<file path="config.mk">
export PLATFORM = sky130hd
export DESIGN_NAME = q31_satunit
export DESIGN_NICKNAME = d
export VERILOG_FILES = /design/src/rtl/q31_pkg.sv /design/src/rtl/q31_doubler.sv /design/src/rtl/q31_addsub.sv /design/src/rtl/q31_sticky.sv /design/src/rtl/q31_satunit.sv
export SDC_FILE = /design/constraint.sdc
export NUM_CORES = 1
export LEC_CHECK = 0
export CORE_ASPECT_RATIO = 1.4
export CORE_UTILIZATION = 56
export DETAILED_ROUTE_END_ITERATION = 7
export MAX_ROUTING_LAYER = met4
export PLACE_DENSITY = 0.88
export SLEW_MARGIN = 30
export SYNTH_ARGS = -nofsm -noshare
export SYNTH_HDL_FRONTEND = slang
export SYNTH_HIERARCHICAL = 1
export SYNTH_SLANG_ARGS = --single-unit
</file>
<file path="constraint.sdc">
create_clock -name clk -period 11.8 [get_ports clk]
set_input_delay 2.36 -clock clk [delete_from_list [all_inputs] [get_ports clk]]
set_output_delay 2.36 -clock clk [all_outputs]
set_load 0.02 [all_outputs]
</file>
<file path="src/rtl/q31_pkg.sv">
// Package: shared operation encoding for the saturating Q31 unit.
// Assumes: op select bit 1 chooses doubling, bit 0 chooses subtraction.
package q31_pkg;
    typedef enum logic [1:0] {
        OP_ADD  = 2'b00,
        OP_SUB  = 2'b01,
        OP_DADD = 2'b10,
        OP_DSUB = 2'b11
    } q31_op_e;
endpackage

</file>
<file path="src/rtl/q31_doubler.sv">
// Module: q31_doubler
// Multiplies a signed word by two and clamps to the signed range.
// Assumes: W >= 2; purely combinational.
module q31_doubler #(
    parameter int W = 32
) (
    input  logic [W-1:0] x_i,
    output logic [W-1:0] y_o,
    output logic         sat_o
);
    localparam logic [W-1:0] MAXV = {1'b0, {(W-1){1'b1}}};
    localparam logic [W-1:0] MINV = {1'b1, {(W-1){1'b0}}};

    // Shift left; a change of the top bit means the doubled value is out of range.
    always_comb begin
        sat_o = x_i[W-1] ^ x_i[W-2];
        if (sat_o) begin
            y_o = x_i[W-1] ? MINV : MAXV;
        end else begin
            y_o = {x_i[W-2:0], 1'b0};
        end
    end
endmodule

</file>
<file path="src/rtl/q31_addsub.sv">
// Module: q31_addsub
// Signed add or subtract with clamping on overflow.
// Assumes: overflow is judged from operand and result sign bits; combinational.
module q31_addsub #(
    parameter int W = 32
) (
    input  logic [W-1:0] a_i,
    input  logic [W-1:0] b_i,
    input  logic         sub_i,
    output logic [W-1:0] y_o,
    output logic         sat_o
);
    localparam logic [W-1:0] MAXV = {1'b0, {(W-1){1'b1}}};
    localparam logic [W-1:0] MINV = {1'b1, {(W-1){1'b0}}};

    logic [W-1:0] b_eff;
    logic [W-1:0] raw;

    // Form a + b or a + ~b + 1 in one adder.
    always_comb begin
        b_eff = sub_i ? ~b_i : b_i;
        raw   = a_i + b_eff + {{(W-1){1'b0}}, sub_i};
    end

    // Same-sign addends that yield a different-sign sum have overflowed; clamp toward a's sign.
    always_comb begin
        sat_o = (a_i[W-1] == b_eff[W-1]) && (raw[W-1] != a_i[W-1]);
        if (sat_o) begin
            y_o = a_i[W-1] ? MINV : MAXV;
        end else begin
            y_o = raw;
        end
    end
endmodule

</file>
<file path="src/rtl/q31_sticky.sv">
// Module: q31_sticky
// Sticky flag: set dominates clear; holds otherwise.
// Assumes: synchronous active-low reset.
module q31_sticky (
    input  logic clk,
    input  logic rst_n,
    input  logic set_i,
    input  logic clr_i,
    output logic flag_o
);
    // Record saturation events until an explicit clear.
    always_ff @(posedge clk) begin
        if (!rst_n) begin
            flag_o <= 1'b0;
        end else if (set_i) begin
            flag_o <= 1'b1;
        end else if (clr_i) begin
            flag_o <= 1'b0;
        end
    end
endmodule

</file>
<file path="src/rtl/q31_satunit.sv">
// Module: q31_satunit (top)
// Saturating add/sub with optional doubling of the second operand,
// a per-result saturation bit and a sticky saturation flag.
// Assumes: REG_OUT=1 registers outputs (one-cycle latency); REG_OUT=0
// presents them combinationally, with the sticky flag still registered.
module q31_satunit #(
    parameter int W       = 32,
    parameter bit REG_OUT = 1'b1
) (
    input  logic         clk,
    input  logic         rst_n,
    input  logic         valid_i,
    input  logic [1:0]   op_i,
    input  logic [W-1:0] opa_i,
    input  logic [W-1:0] opb_i,
    input  logic         clr_sat_i,
    output logic [W-1:0] res_o,
    output logic         sat_o,
    output logic         res_valid_o,
    output logic         sat_sticky_o
);
    import q31_pkg::*;

    q31_op_e      op;
    logic         use_dbl;
    logic         use_sub;
    logic [W-1:0] dbl_val;
    logic         dbl_sat;
    logic [W-1:0] opb_sel;
    logic [W-1:0] fin_val;
    logic         fin_sat;
    logic         any_sat;
    logic         sat_evt;

    // Decode the operation select into its two control bits.
    always_comb begin
        op      = q31_op_e'(op_i);
        use_dbl = (op == OP_DADD) || (op == OP_DSUB);
        use_sub = (op == OP_SUB)  || (op == OP_DSUB);
    end

    q31_doubler #(.W(W)) u_dbl (
        .x_i   (opb_i),
        .y_o   (dbl_val),
        .sat_o (dbl_sat)
    );

    // Pick the plain or doubled second operand.
    always_comb begin
        opb_sel = use_dbl ? dbl_val : opb_i;
    end

    q31_addsub #(.W(W)) u_fin (
        .a_i   (opa_i),
        .b_i   (opb_sel),
        .sub_i (use_sub),
        .y_o   (fin_val),
        .sat_o (fin_sat)
    );

    // Merge the saturation events of both stages for an accepted operation.
    always_comb begin
        any_sat = fin_sat | (use_dbl & dbl_sat);
        sat_evt = valid_i & any_sat;
    end

    q31_sticky u_sticky (
        .clk    (clk),
        .rst_n  (rst_n),
        .set_i  (sat_evt),
        .clr_i  (clr_sat_i),
        .flag_o (sat_sticky_o)
    );

    generate
        if (REG_OUT) begin : g_reg
            logic [W-1:0] res_q;
            logic         sat_q;
            logic         vld_q;

            // Capture accepted results; hold the last result when idle.
            always_ff @(posedge clk) begin
                if (!rst_n) begin
                    res_q <= '0;
                    sat_q <= 1'b0;
                    vld_q <= 1'b0;
                end else begin
                    vld_q <= valid_i;
                    sat_q <= sat_evt;
                    if (valid_i) begin
                        res_q <= fin_val;
                    end
                end
            end

            assign res_o       = res_q;
            assign sat_o       = sat_q;
            assign res_valid_o = vld_q;
        end else begin : g_comb
            // Present the datapath directly.
            assign res_o       = fin_val;
            assign sat_o       = sat_evt;
            assign res_valid_o = valid_i;
        end
    endgenerate
endmodule

</file>
-- Word-level counts from Yosys, hierarchy flattened
Index checks and enable logic that the tools add are counted.
- add/sub/neg operators: 2
- reduce and logical (&&, ||, !) cells: 4
- muxes and demuxes: 8
- $lt $le $gt $ge: 0
- divide/modulo/power cells: 0
- bitwise operators: 5
- equal/unequal tests: 5
- shifts and indexed selects: 0
- multipliers: 0
- operator list (kind ; number):
    $mux W32 ; 6
    $add A32 B1 Y32 ; 1
    $add A32 B32 Y32 ; 1
    $not A32 Y32 ; 1
    $eq A2 B2 Y1 const B ; 2
    $and A1 B1 Y1 ; 2
    $eq A2 B1 Y1 const B ; 1
    $logic_or A1 B1 Y1 ; 2
    $mux W1 ; 2
    $reduce_bool A2 Y1 ; 1
    $eq A1 B1 Y1 ; 1
    $logic_and A1 B1 Y1 ; 1
    $ne A1 B1 Y1 ; 1
    $or A1 B1 Y1 ; 1
    $xor A1 B1 Y1 ; 1
- memories: 0
- bits in read-only memories: 0
- output and inout bits: 35
- latch bits: 0
- memory bits (writable): 0
- logic and storage cells: 28
- flip-flop bits (word level): 35
- input bits: 70

-- Depth between registers and ports, before layout
Gate-level depths: netlist of the first run.
- depth in word-level cells: 12
- depth in mapped cells: 21

-- Cells and area by module
The synthesis of the first run kept the hierarchy.
- modules (own cells, without submodules) (module ; times used ; area an instance (um2) ; seq. area each (um2) ; cells an instance):
    q31_addsub ; 1 ; 2353.5 ; 0.0 ; 314
    q31_satunit ; 1 ; 1859.3 ; 680.7 ; 146
    q31_doubler ; 1 ; 351.6 ; 0.0 ; 74
    q31_sticky ; 1 ; 41.3 ; 20.0 ; 3

-- Worst setup path before layout of the first run
No wires, ideal clock.
- path kind: input to register
- start: input port opb_i[30]
- end: register u_sticky.flag_o
- setup time: 0.115 ns
- path buffers: 3
- arrival: 5.705 ns
- data required time: 11.685 ns
- setup slack: 5.981 ns
- stages: 21
- cell sequence: inv_1 ha_1 nor2b_1 buf_2 a21oi_1 mux2_4 xor2_1 ha_1 clkbuf_1 and2_1 a311o_1 a21oi_1 o21ai_0 a21oi_2 o21a_1 or3_4 buf_6 nand2_1 a21oi_1 nor2b_1 o21a_1
- longest elaborated chain between the ends: 12
- elaborated cells on any way between the ends: 15
- ends and longest elaborated chain (element ; RTL line ; text):
    from (decl) ; q31_satunit.sv:15 ; input logic [W-1:0] opb_i,
    $xor A1 B1 Y1 (*) ; q31_doubler.sv:16 ; sat_o = x_i[W-1] ^ x_i[W-2];
    $mux W32 (*) ; q31_doubler.sv:17 ; if (sat_o) begin
    named net dbl_val[21] ; q31_satunit.sv:27 ; logic [W-1:0] dbl_val;
    $mux W32 (*) ; q31_satunit.sv:50 ; opb_sel = use_dbl ? dbl_val : opb_i;
    named net opb_sel[21] ; q31_satunit.sv:29 ; logic [W-1:0] opb_sel;
    $not A32 Y32 ; q31_addsub.sv:21 ; b_eff = sub_i ? ~b_i : b_i;
    $mux W32 (*) ; q31_addsub.sv:21 ;
    $add A32 B32 Y32 (*) ; q31_addsub.sv:22 ; raw = a_i + b_eff + {{(W-1){1'b0}}, sub_i};
    $add A32 B1 Y32 (*) ; q31_addsub.sv:22 ;
    $ne A1 B1 Y1 (*) ; q31_addsub.sv:27 ; sat_o = (a_i[W-1] == b_eff[W-1]) && (raw[W-1] != a_i[W-1]);
    $logic_and A1 B1 Y1 (*) ; q31_addsub.sv:27 ;
    named net fin_sat ; q31_satunit.sv:31 ; logic fin_sat;
    $or A1 B1 Y1 (*) ; q31_satunit.sv:63 ; any_sat = fin_sat | (use_dbl & dbl_sat);
    $and A1 B1 Y1 (*) ; q31_satunit.sv:64 ; sat_evt = valid_i & any_sat;
    named net sat_evt ; q31_satunit.sv:33 ; logic sat_evt;
    $mux W1 or $reduce_bool A2 Y1 (tied branches) ; - ;
    to (signal assigned) ; q31_sticky.sv:14 ; flag_o <= 1'b0;
    to (signal assigned) ; q31_sticky.sv:16 ; flag_o <= 1'b1;
    to (signal assigned) ; q31_sticky.sv:18 ; flag_o <= 1'b0;
    to (decl) ; q31_sticky.sv:9 ; output logic flag_o
Mark *: on every way through the listed nets, which the timed path passes. The rest lies on a longest branch.
A chain may end at the register's enable or synchronous reset.

-- Final worst setup path of the first run
Same ends and word-level chain as after synthesis.

==> results of run 1 <==
-- area by class of cell --
| type | instances | share of cell area, % |
|---|---|---|
| Clock buffer | 6 | 1.47 |
| Clock inverter | 1 | 0.0893 |
| Inverter | 41 | 2.75 |
| Multi-Input combinational cell | 430 | 62.3 |
| Sequential cell | 35 | 12.5 |
| Tap cell | 100 | 2.23 |
| Timing Repair Buffer | 105 | 18.7 |
-- critical path: stages --
cell	delay, ns
clkdlybuf4s50_1	0.54
inv_1	0.06
ha_2	0.50
nor2b_4	0.60
a21oi_1	0.08
mux2_4	0.29
xor2_1	0.14
ha_1	0.36
a21oi_1	0.19
o21ai_0	0.17
o31ai_4	0.35
o211ai_2	0.17
a21oi_2	0.22
o21a_1	0.22
or3_4	0.45
nand2_1	0.09
a21oi_1	0.18
nor2b_1	0.07
o21a_1	0.18
-- sequential cells by signal, summed over array words and instances (netlist names) --
register / cells
res_o: 32
res_valid_o: 1
sat_o: 1
u_sticky/flag_o: 1
-- Yosys cell counts, drive strengths merged (19+ instances only) --
cell	number	area [µm²]
nor2b	39	251
a21oi	57	293
mux2i	33	334
buf	22	239
dfxtp	35	701
mux2	32	473
o21ai	40	290
inv	41	154
nor2	21	78.8
xor2	45	394
ha	33	413
nand2	19	71.3
-- worst min-delay path by stage --
stage	slack, ns	start	end
after CTS	0.52	res_o[1]$_SDFFE_PN0P_	res_o[1]$_SDFFE_PN0P_
after detailed placement	0.51	res_o[1]$_SDFFE_PN0P_	res_o[1]$_SDFFE_PN0P_
after floorplan	0.59	res_o[22]$_SDFFE_PN0P_	res_o[22]$_SDFFE_PN0P_
final	0.52	res_o[1]$_SDFFE_PN0P_	res_o[1]$_SDFFE_PN0P_
after global routing	0.54	res_o[2]$_SDFFE_PN0P_	res_o[2]$_SDFFE_PN0P_
after global placement	0.49	res_o[14]$_SDFFE_PN0P_	res_o[14]$_SDFFE_PN0P_
-- power groups by stage --
stage | Sequential [mW] | Clock (mW) | Combinational [mW]
6_report | 0.153 | 0.0858 | 0.461
4_1_cts | 0.153 | 0.0881 | 0.460
5_1_grt | 0.155 | 0.0924 | 0.505
2_1_floorplan | 0.179 | 0 | 0.310
3_3_place_gp | 0.154 | 0 | 0.446
3_5_place_dp | 0.155 | 0 | 0.457
-- metal layers --
| metal | share of wire (%) | up-vias |
|---|---|---|
| met5 | 0 | - |
| met3 | 4.1 | 13 |
| met1 | 45 | 1839 |
| met2 | 49 | 129 |
| met4 | 1.4 | 0 |
| li1 | - | 2060 |
-- cells by family after synthesis --
group | Yosys count | share of synthesized area [%]
mux | 65 | 17.5
compound gates | 151 | 22.9
flops | 35 | 15.2
simple gates | 123 | 14.8
xor+xnor | 56 | 10.6
fa+ha+maj | 35 | 9.62
buf+inv | 72 | 9.26
-- stage by stage --
stage / instances / power, mW
floorplan: 537 / 0.489
global placement: 710 / 0.600
detailed placement: 710 / 0.612
CTS: 717 / 0.701
global route: 718 / 0.752
finish: 718 / 0.700
==> results.sh, run 1 <==
export IMPL_run_status="completed"
export IMPL_hold_path_class="reg2reg"
export IMPL_clockRootBuffer="clkbuf_8"
export IMPL_switching_share_pct=42.6
export IMPL_synth_edf_count=0
export IMPL_ys_types=62
export IMPL_die_area_um2=8600
export IMPL_cts_resized=0
export IMPL_reg2reg_slack_ns=11.11
export IMPL_htree_num_levels=2
export IMPL_final_cell_mix="clkdlybuf4s50_1 (101), a21oi_1 (55), xor2_1 (45), inv_1 (41), nor2b_1 (37)"
export IMPL_grtUsageMet1_pct=32.8
export IMPL_num_io_pins=105
export IMPL_post_place_ws_ns=3.86
export IMPL_critPathArrivalTime_ns=7.23
export IMPL_fp_row_count=38
export IMPL_coreArea_um2=7850
export IMPL_grt_max_degree=35
export IMPL_cp_end_kind="flop"
export IMPL_yosysSeqAreaShare_pct=15.2
export IMPL_combPwrFrac_pct=65.9
export IMPL_cp_required_ns=11.98
export IMPL_clock_sinks=35
export IMPL_place_gp_congestion=0.901
export IMPL_max_freq_ghz=0.142
export IMPL_cts_tree="built"
export IMPL_holdBufCountCts=0
export IMPL_tightest_slew_ns=0.941
export IMPL_drtIter0Drc=130
export IMPL_start_util_pct=58.7
export IMPL_min_period_over_period_pct=59.8
export IMPL_synth_cells=537
export IMPL_yosys_warnings=6
export IMPL_cts_setup_buffers=0
export IMPL_drc=0
export IMPL_ys_seq_elements=35
export IMPL_crit_type="in2reg"
export IMPL_vdd_drop_max_mv=0.0773
export IMPL_cts_path_max_buffers=2
export IMPL_final_area_um2=5600
export IMPL_reg2reg_depth=2
export IMPL_whs_path_depth=2
export IMPL_timing_rr_end="u_sticky/flag_o$_SDFFE_PN0P_"
export IMPL_whs_ns=0.516
export IMPL_timing_rr_start="u_sticky/flag_o$_SDFFE_PN0P_"
export IMPL_synth_async_reset_ratio_pct=0
export IMPL_grt_pass1_wl_um=17800
export IMPL_finalWorstSetupSlack_ns=4.74
export IMPL_power_density_nw_per_um2=125
export IMPL_setup_viol=0
export IMPL_leakage_nw=2.51
export IMPL_dieHeight_um=109
export IMPL_setup_worst_path_start="opb_i[30]"
export IMPL_busiest_layer="met2"
export IMPL_place_area_um2=5490
export IMPL_wl_um=10600
export IMPL_multi_input_area_um2=3490
export IMPL_drive_above_1_share_pct=13.9
export IMPL_crit_end="u_sticky/flag_o$_SDFFE_PN0P_"
export IMPL_syn_area_um2=4610
export IMPL_synth_top_flop_cell="dfxtp_1"
export IMPL_path_max_fanout=32
export IMPL_slew_viol_final=0
export IMPL_postRouteAntennaNets=0
export IMPL_gr_usage_met2_pct=45.4
export IMPL_vias=4041
export IMPL_min_period_ns=7.06
export IMPL_wl_per_cell_um=14.7
export IMPL_power_frac_seq_pct=21.8
export IMPL_setup_tns_ns=0
export IMPL_utilization_pct=71.4
export IMPL_numPortBuffers=104
export IMPL_post_drt_via_cell_ratio=5.63
export IMPL_use_met3_pct=1.58
export IMPL_antenna_cells=0
export IMPL_p_int_uw=402
export IMPL_seq_area_um2=701
export IMPL_grt_pass1_vias=3870
export IMPL_rsz0062_at_grt="false"
export IMPL_clock_latency_ns=0.28
export IMPL_drt_first_pass_iters=4
export IMPL_final_nets=722
export IMPL_p_sw_uw=298
export IMPL_dp_hpwl_um=8610
export IMPL_cts_buffers_inserted=5
export IMPL_postSynthAreaPerCell_um2=8.58
export IMPL_hold_viol=0
export IMPL_slew_headroom_pct=37.2
export IMPL_clkSlewWorstSetupHoldPaths_ns=0.07
export IMPL_die_x_um=78.6
export IMPL_final_common_cell="clkdlybuf4s50_1"
export IMPL_skew_ns=0
export IMPL_syn_nets=641
export IMPL_cp_start_kind="primary input"
export IMPL_nFillCells=651
export IMPL_p_clk_share_pct=12.3
export IMPL_grtUsageTotal_pct=26.4
export IMPL_antenna_found_initial=0
export IMPL_grt_ovfl_total=0
export IMPL_max_cap_violations=0
export IMPL_synthToLayoutAreaGrowth_pct=21.6
Power figures use the tool's default switching activity.
==> inputs of run 2 (changes only) <==
--- a/config.mk
+++ b/config.mk
@@ -6,10 +6,10 @@
 export NUM_CORES = 1
 export LEC_CHECK = 0
 export CORE_ASPECT_RATIO = 1.4
-export CORE_UTILIZATION = 56
+export CORE_UTILIZATION = 52
 export DETAILED_ROUTE_END_ITERATION = 7
 export MAX_ROUTING_LAYER = met4
-export PLACE_DENSITY = 0.88
+export PLACE_DENSITY = 0.82
 export SLEW_MARGIN = 30
 export SYNTH_ARGS = -nofsm -noshare
 export SYNTH_HDL_FRONTEND = slang
==> constraint.sdc (replaced) <==
create_clock -name clk -period 6.63 [get_ports clk]
set_input_delay 1.326 -clock clk [delete_from_list [all_inputs] [get_ports clk]]
set_output_delay 1.326 -clock clk [all_outputs]
set_load 0.02 [all_outputs]
==> results.sh, run 2 (synthesized netlist as in run 1, its figures left out) <==
export IMPL_run_status="completed"
export IMPL_cts_buffers_inserted=5
export IMPL_numPortBuffers=104
export IMPL_grt_pass1_vias=3980
export IMPL_dp_hpwl_um=9110
export IMPL_reg2reg_slack_ns=5.94
export IMPL_dieHeight_um=113
export IMPL_slew_headroom_pct=37.0
export IMPL_holdBufCountCts=0
export IMPL_grt_ovfl_total=0
export IMPL_timing_rr_end="u_sticky/flag_o$_SDFFE_PN0P_"
export IMPL_max_cap_violations=0
export IMPL_p_sw_uw=549
export IMPL_die_area_um2=9240
export IMPL_num_io_pins=105
export IMPL_vdd_drop_max_mv=0.228
export IMPL_htree_num_levels=2
export IMPL_switching_share_pct=40.0
export IMPL_drive_above_1_share_pct=14.3
export IMPL_clockRootBuffer="clkbuf_16"
export IMPL_clock_latency_ns=0.27
export IMPL_cp_slowest_cell="clkdlybuf4s50_1"
export IMPL_grt_pass1_wl_um=18200
export IMPL_drt_first_pass_iters=4
export IMPL_hold_viol=0
export IMPL_drtIter0Drc=239
export IMPL_drc=0
export IMPL_rsz0062_at_grt="false"
export IMPL_p_clk_share_pct=19.8
export IMPL_nFillCells=738
export IMPL_antenna_cells=0
export IMPL_coreArea_um2=8610
export IMPL_wl_per_cell_um=15.2
export IMPL_hp_start="res_o[23]$_SDFFE_PN0P_"
export IMPL_largest_reg_flops=32
export IMPL_timing_rr_start="u_sticky/flag_o$_SDFFE_PN0P_"
export IMPL_final_nets=725
export IMPL_crit_type="in2reg"
export IMPL_setup_viol=0
export IMPL_final_common_cell="clkdlybuf4s50_1"
export IMPL_slowest_delay_ns=0.53
export IMPL_clock_sinks=35
export IMPL_cts_resized=0
export IMPL_leakage_nw=2.56
export IMPL_max_freq_ghz=0.171
export IMPL_cts_path_max_buffers=2
export IMPL_critPathArrivalTime_ns=6.05
export IMPL_slew_viol_final=0
export IMPL_cp_required_ns=6.84
export IMPL_place_gp_congestion=0.925
export IMPL_reg2reg_depth=2
export IMPL_synthToLayoutAreaGrowth_pct=24.0
export IMPL_skew_ns=0
export IMPL_combPwrFrac_pct=60.4
export IMPL_fp_row_count=40
export IMPL_cp_end_kind="flop"
export IMPL_setup_tns_ns=0
export IMPL_power_density_nw_per_um2=240
export IMPL_worstHoldEndpoint="res_o[23]$_SDFFE_PN0P_"
export IMPL_cp_start_kind="primary input"
export IMPL_grt_max_degree=35
export IMPL_utilization_pct=66.3
export IMPL_wl_um=11100
export IMPL_path_cells="clkdlybuf4s50_1 -> inv_1 -> ha_1 -> nor2b_2 -> buf_12 -> a21oi_1 -> mux2_4 -> xor2_1 -> ha_1 -> nand2_1 -> o21ai_0 -> o31ai_4 -> o211ai_2 -> a21oi_2 -> o21a_1 -> or3_4 -> buf_4 -> a21oi_1 -> mux2i_1 -> nor2b_1"
export IMPL_tightest_slew_ns=0.945
export IMPL_post_drt_via_cell_ratio=5.56
export IMPL_die_x_um=81.5
export IMPL_whs_ns=0.515
export IMPL_vias=4045
export IMPL_cts_tree="built"
export IMPL_start_util_pct=53.5
export IMPL_path_max_fanout=24
export IMPL_cts_setup_buffers=0
export IMPL_min_period_over_period_pct=88.1
export IMPL_antenna_found_initial=0
export IMPL_min_period_ns=5.84
export IMPL_whs_path_depth=2
export IMPL_final_cell_mix="clkdlybuf4s50_1 (101), a21oi_1 (55), xor2_1 (45), inv_1 (41), nor2b_1 (37)"
export IMPL_cp_top_family="compound AO/OA/AOI/OAI gates"
export IMPL_power_frac_seq_pct=19.9
export IMPL_hold_path_class="reg2reg"
export IMPL_clkSlewWorstSetupHoldPaths_ns=0.05
export IMPL_postRouteAntennaNets=0
export IMPL_grtUsageTotal_pct=25.4
export IMPL_p_int_uw=823
export IMPL_critPathBufInv=4
-- run 2: how the worst max path moves through the flow --
stage	from	endpoint	slack, ns	cells past startpoint
after floorplan	opb_i[30]	u_sticky/flag_o$_SDFFE_PN0P_	1.84	21
final	opb_i[30]	res_o[1]$_SDFFE_PN0P_	0.79	20
after global routing	opb_i[30]	res_o[1]$_SDFFE_PN0P_	0.44	20
after detailed placement	opb_i[30]	res_o[1]$_SDFFE_PN0P_	0.48	20
after global placement	opb_i[30]	res_o[1]$_SDFFE_PN0P_	0.69	20
after CTS	opb_i[30]	res_o[1]$_SDFFE_PN0P_	0.76	20
-- run 2: layout make-up --
class,count,area [µm²],share of cell area (%)
timing repair buffer,108,1070,18.7
clock buffer,6,139,2.43
tap,105,131,2.30
sequential,35,701,12.3
clock inverter,2,35.0,0.614
multi-input combinational,430,3480,61.0
inverter,41,154,2.70
-- run 2: stage by stage --
step	area [µm²]	setup WS, ns	power (mW)	cells
after detailed placement	5540	0.480	1.10	719
after floorplan	4610	1.84	0.871	537
final	5710	0.789	1.37	727
after global placement	5540	0.688	1.08	719
after CTS	5710	0.763	1.38	727
after global routing	5710	0.439	1.47	727
-- run 2: worst min-delay path: stages, from the launching register on --
cell and delay [ns]:
dfxtp_1 0.32, mux2i_1 0.06, nor2b_1 0.09
-- run 2: power groups by stage --
stage / clock [mW] / combinational [mW] / sequential (mW)
final: 0.271 / 0.828 / 0.272
after global placement: 0 / 0.808 / 0.275
after detailed placement: 0 / 0.823 / 0.276
after global routing: 0.286 / 0.905 / 0.277
after CTS: 0.276 / 0.828 / 0.273
after floorplan: 0 / 0.552 / 0.319
-- run 2: metal layers --
layer	routed length [µm]	up-vias	GRT usage (%)
li1	-	2059	-
met1	4960	1856	31.7
met2	5620	120	43.3
met3	360	10	1.45
met4	148	0	7.26
met5	0	-	-
==> inputs of run 3 (changes only) <==
--- a/config.mk
+++ b/config.mk
@@ -5,11 +5,14 @@
 export SDC_FILE = /design/constraint.sdc
 export NUM_CORES = 1
 export LEC_CHECK = 0
+export CAP_MARGIN = 20
 export CORE_ASPECT_RATIO = 1.4
-export CORE_UTILIZATION = 52
+export CORE_UTILIZATION = 53
+export CTS_BUF_LIST = sky130_fd_sc_hd__clkbuf_8
+export CTS_CLUSTER_SIZE = 30
 export DETAILED_ROUTE_END_ITERATION = 7
 export MAX_ROUTING_LAYER = met4
-export PLACE_DENSITY = 0.82
+export PLACE_DENSITY = 0.84
 export SLEW_MARGIN = 30
 export SYNTH_ARGS = -nofsm -noshare
 export SYNTH_HDL_FRONTEND = slang
==> results.sh, run 3 (synthesized netlist as in run 1, its figures left out) <==
export IMPL_cts_resized=0
export IMPL_clockRootBuffer="clkbuf_8"
export IMPL_setup_tns_ns=0
export IMPL_clkSlewWorstSetupHoldPaths_ns=0.06
export IMPL_clock_sinks=35
export IMPL_utilization_pct=67.7
export IMPL_die_x_um=80.8
export IMPL_htree_num_levels=2
export IMPL_largest_reg_flops=32
export IMPL_start_util_pct=55.5
export IMPL_final_area_um2=5610
export IMPL_grt_ovfl_total=0
export IMPL_leakage_nw=2.53
export IMPL_p_total_mw=1.24
export IMPL_rsz0062_at_grt="false"
export IMPL_final_cell_mix="clkdlybuf4s50_1 (101), a21oi_1 (55), xor2_1 (45), inv_1 (43), nor2b_1 (37)"
export IMPL_numPortBuffers=104
export IMPL_slew_headroom_pct=36.7
export IMPL_max_cap_violations=0
export IMPL_antenna_cells=0
export IMPL_cts_buffers_inserted=5
export IMPL_final_nets=725
export IMPL_min_period_ns=5.86
export IMPL_crit_type="in2reg"
export IMPL_dieHeight_um=112
export IMPL_final_common_cell="clkdlybuf4s50_1"
export IMPL_clock_latency_ns=0.28
export IMPL_die_area_um2=9070
export IMPL_drtIter0Drc=208
export IMPL_cp_end_kind="flop"
export IMPL_num_io_pins=105
export IMPL_seq_area_um2=701
export IMPL_grt_pass1_wl_um=18300
export IMPL_vias=4006
export IMPL_cp_required_ns=6.84
export IMPL_max_freq_ghz=0.171
export IMPL_whs_ns=0.524
export IMPL_place_gp_congestion=0.892
export IMPL_setup_worst_path_start="opb_i[30]"
export IMPL_critPathArrivalTime_ns=6.07
export IMPL_antenna_found_initial=0
export IMPL_post_drt_via_cell_ratio=5.53
export IMPL_setup_viol=0
export IMPL_cts_path_max_buffers=2
export IMPL_wl_per_cell_um=15.0
export IMPL_drt_first_pass_iters=4
export IMPL_dp_hpwl_um=8860
export IMPL_drc=0
export IMPL_synthToLayoutAreaGrowth_pct=21.9
export IMPL_drive_above_1_share_pct=14.0
export IMPL_tightest_slew_ns=0.949
export IMPL_holdBufCountCts=0
export IMPL_hp_start="res_o[13]$_SDFFE_PN0P_"
export IMPL_postRouteAntennaNets=0
export IMPL_hold_path_class="reg2reg"
export IMPL_wl_um=10800
export IMPL_slew_viol_final=0
export IMPL_min_period_over_period_pct=88.4
export IMPL_reg2reg_slack_ns=5.94
export IMPL_power_density_nw_per_um2=221
export IMPL_timing_rr_start="u_sticky/flag_o$_SDFFE_PN0P_"
export IMPL_grt_pass1_vias=3944
export IMPL_skew_ns=0
export IMPL_grtUsageTotal_pct=25.9
export IMPL_cp_start_kind="primary input"
export IMPL_cts_tree="built"
export IMPL_vdd_drop_max_mv=0.193
export IMPL_multi_input_area_um2=3480
export IMPL_coreArea_um2=8300
export IMPL_cts_setup_buffers=0
export IMPL_hold_viol=0
export IMPL_grt_max_degree=35
export IMPL_place_area_um2=5530
export IMPL_path_max_fanout=31
export IMPL_run_status="completed"
export IMPL_fp_row_count=39
export IMPL_nFillCells=725
-- run 3: worst paths after layout --
| check | endpoint | cells past startpoint |
|---|---|---|
| max reg2reg | u_sticky/flag_o$_SDFFE_PN0P_ | 2 |
| max | res_o[1]$_SDFFE_PN0P_ | 20 |
| min | res_o[13]$_SDFFE_PN0P_ | 2 |
| min reg2reg | res_o[13]$_SDFFE_PN0P_ | 2 |
-- run 3: power by group --
part           internal [mW]  leakage, nW  switching, mW
Sequential             0.249        0.289         0.0221
Clock                 0.0706       0.0505         0.0724
Combinational          0.386         2.19          0.438
-- run 3: critical path, stage by stage --
cell	delay (ns)
clkdlybuf4s50_1	0.54
inv_1	0.06
ha_1	0.32
nor2b_2	0.39
buf_12	0.21
a21oi_1	0.05
mux2_4	0.27
xor2_1	0.15
ha_1	0.44
o21ai_1	0.12
a211oi_2	0.29
o31ai_4	0.16
o211ai_2	0.25
a21oi_2	0.11
o21a_1	0.24
or3_4	0.33
buf_4	0.29
a21oi_1	0.22
mux2i_1	0.11
nor2b_1	0.15
-- run 3: per-stage QoR --
step                      setup slack, ns  std cells
after CTS                           0.807        724
after global routing                0.435        724
after global placement              0.693        716
after detailed placement            0.579        716
after floorplan                      1.84        537
final                               0.768        724
-- run 3: area by class of cell --
cell class,instances,share of cell area (%)
Timing Repair Buffer,108,19.0
Tap cell,102,2.27
Sequential cell,35,12.5
Inverter,41,2.74
Multi-Input combinational cell,430,62.0
Clock inverter,3,0.223
Clock buffer,5,1.23
-- run 3: layer usage --
| metal | track usage, % | up-vias | share of wire, % |
|---|---|---|---|
| met5 | - | - | 0 |
| met1 | 34.2 | 1831 | 47 |
| met4 | 6.90 | 0 | 1.7 |
| li1 | - | 2064 | - |
| met2 | 42.4 | 100 | 48 |
| met3 | 1.46 | 11 | 2.9 |
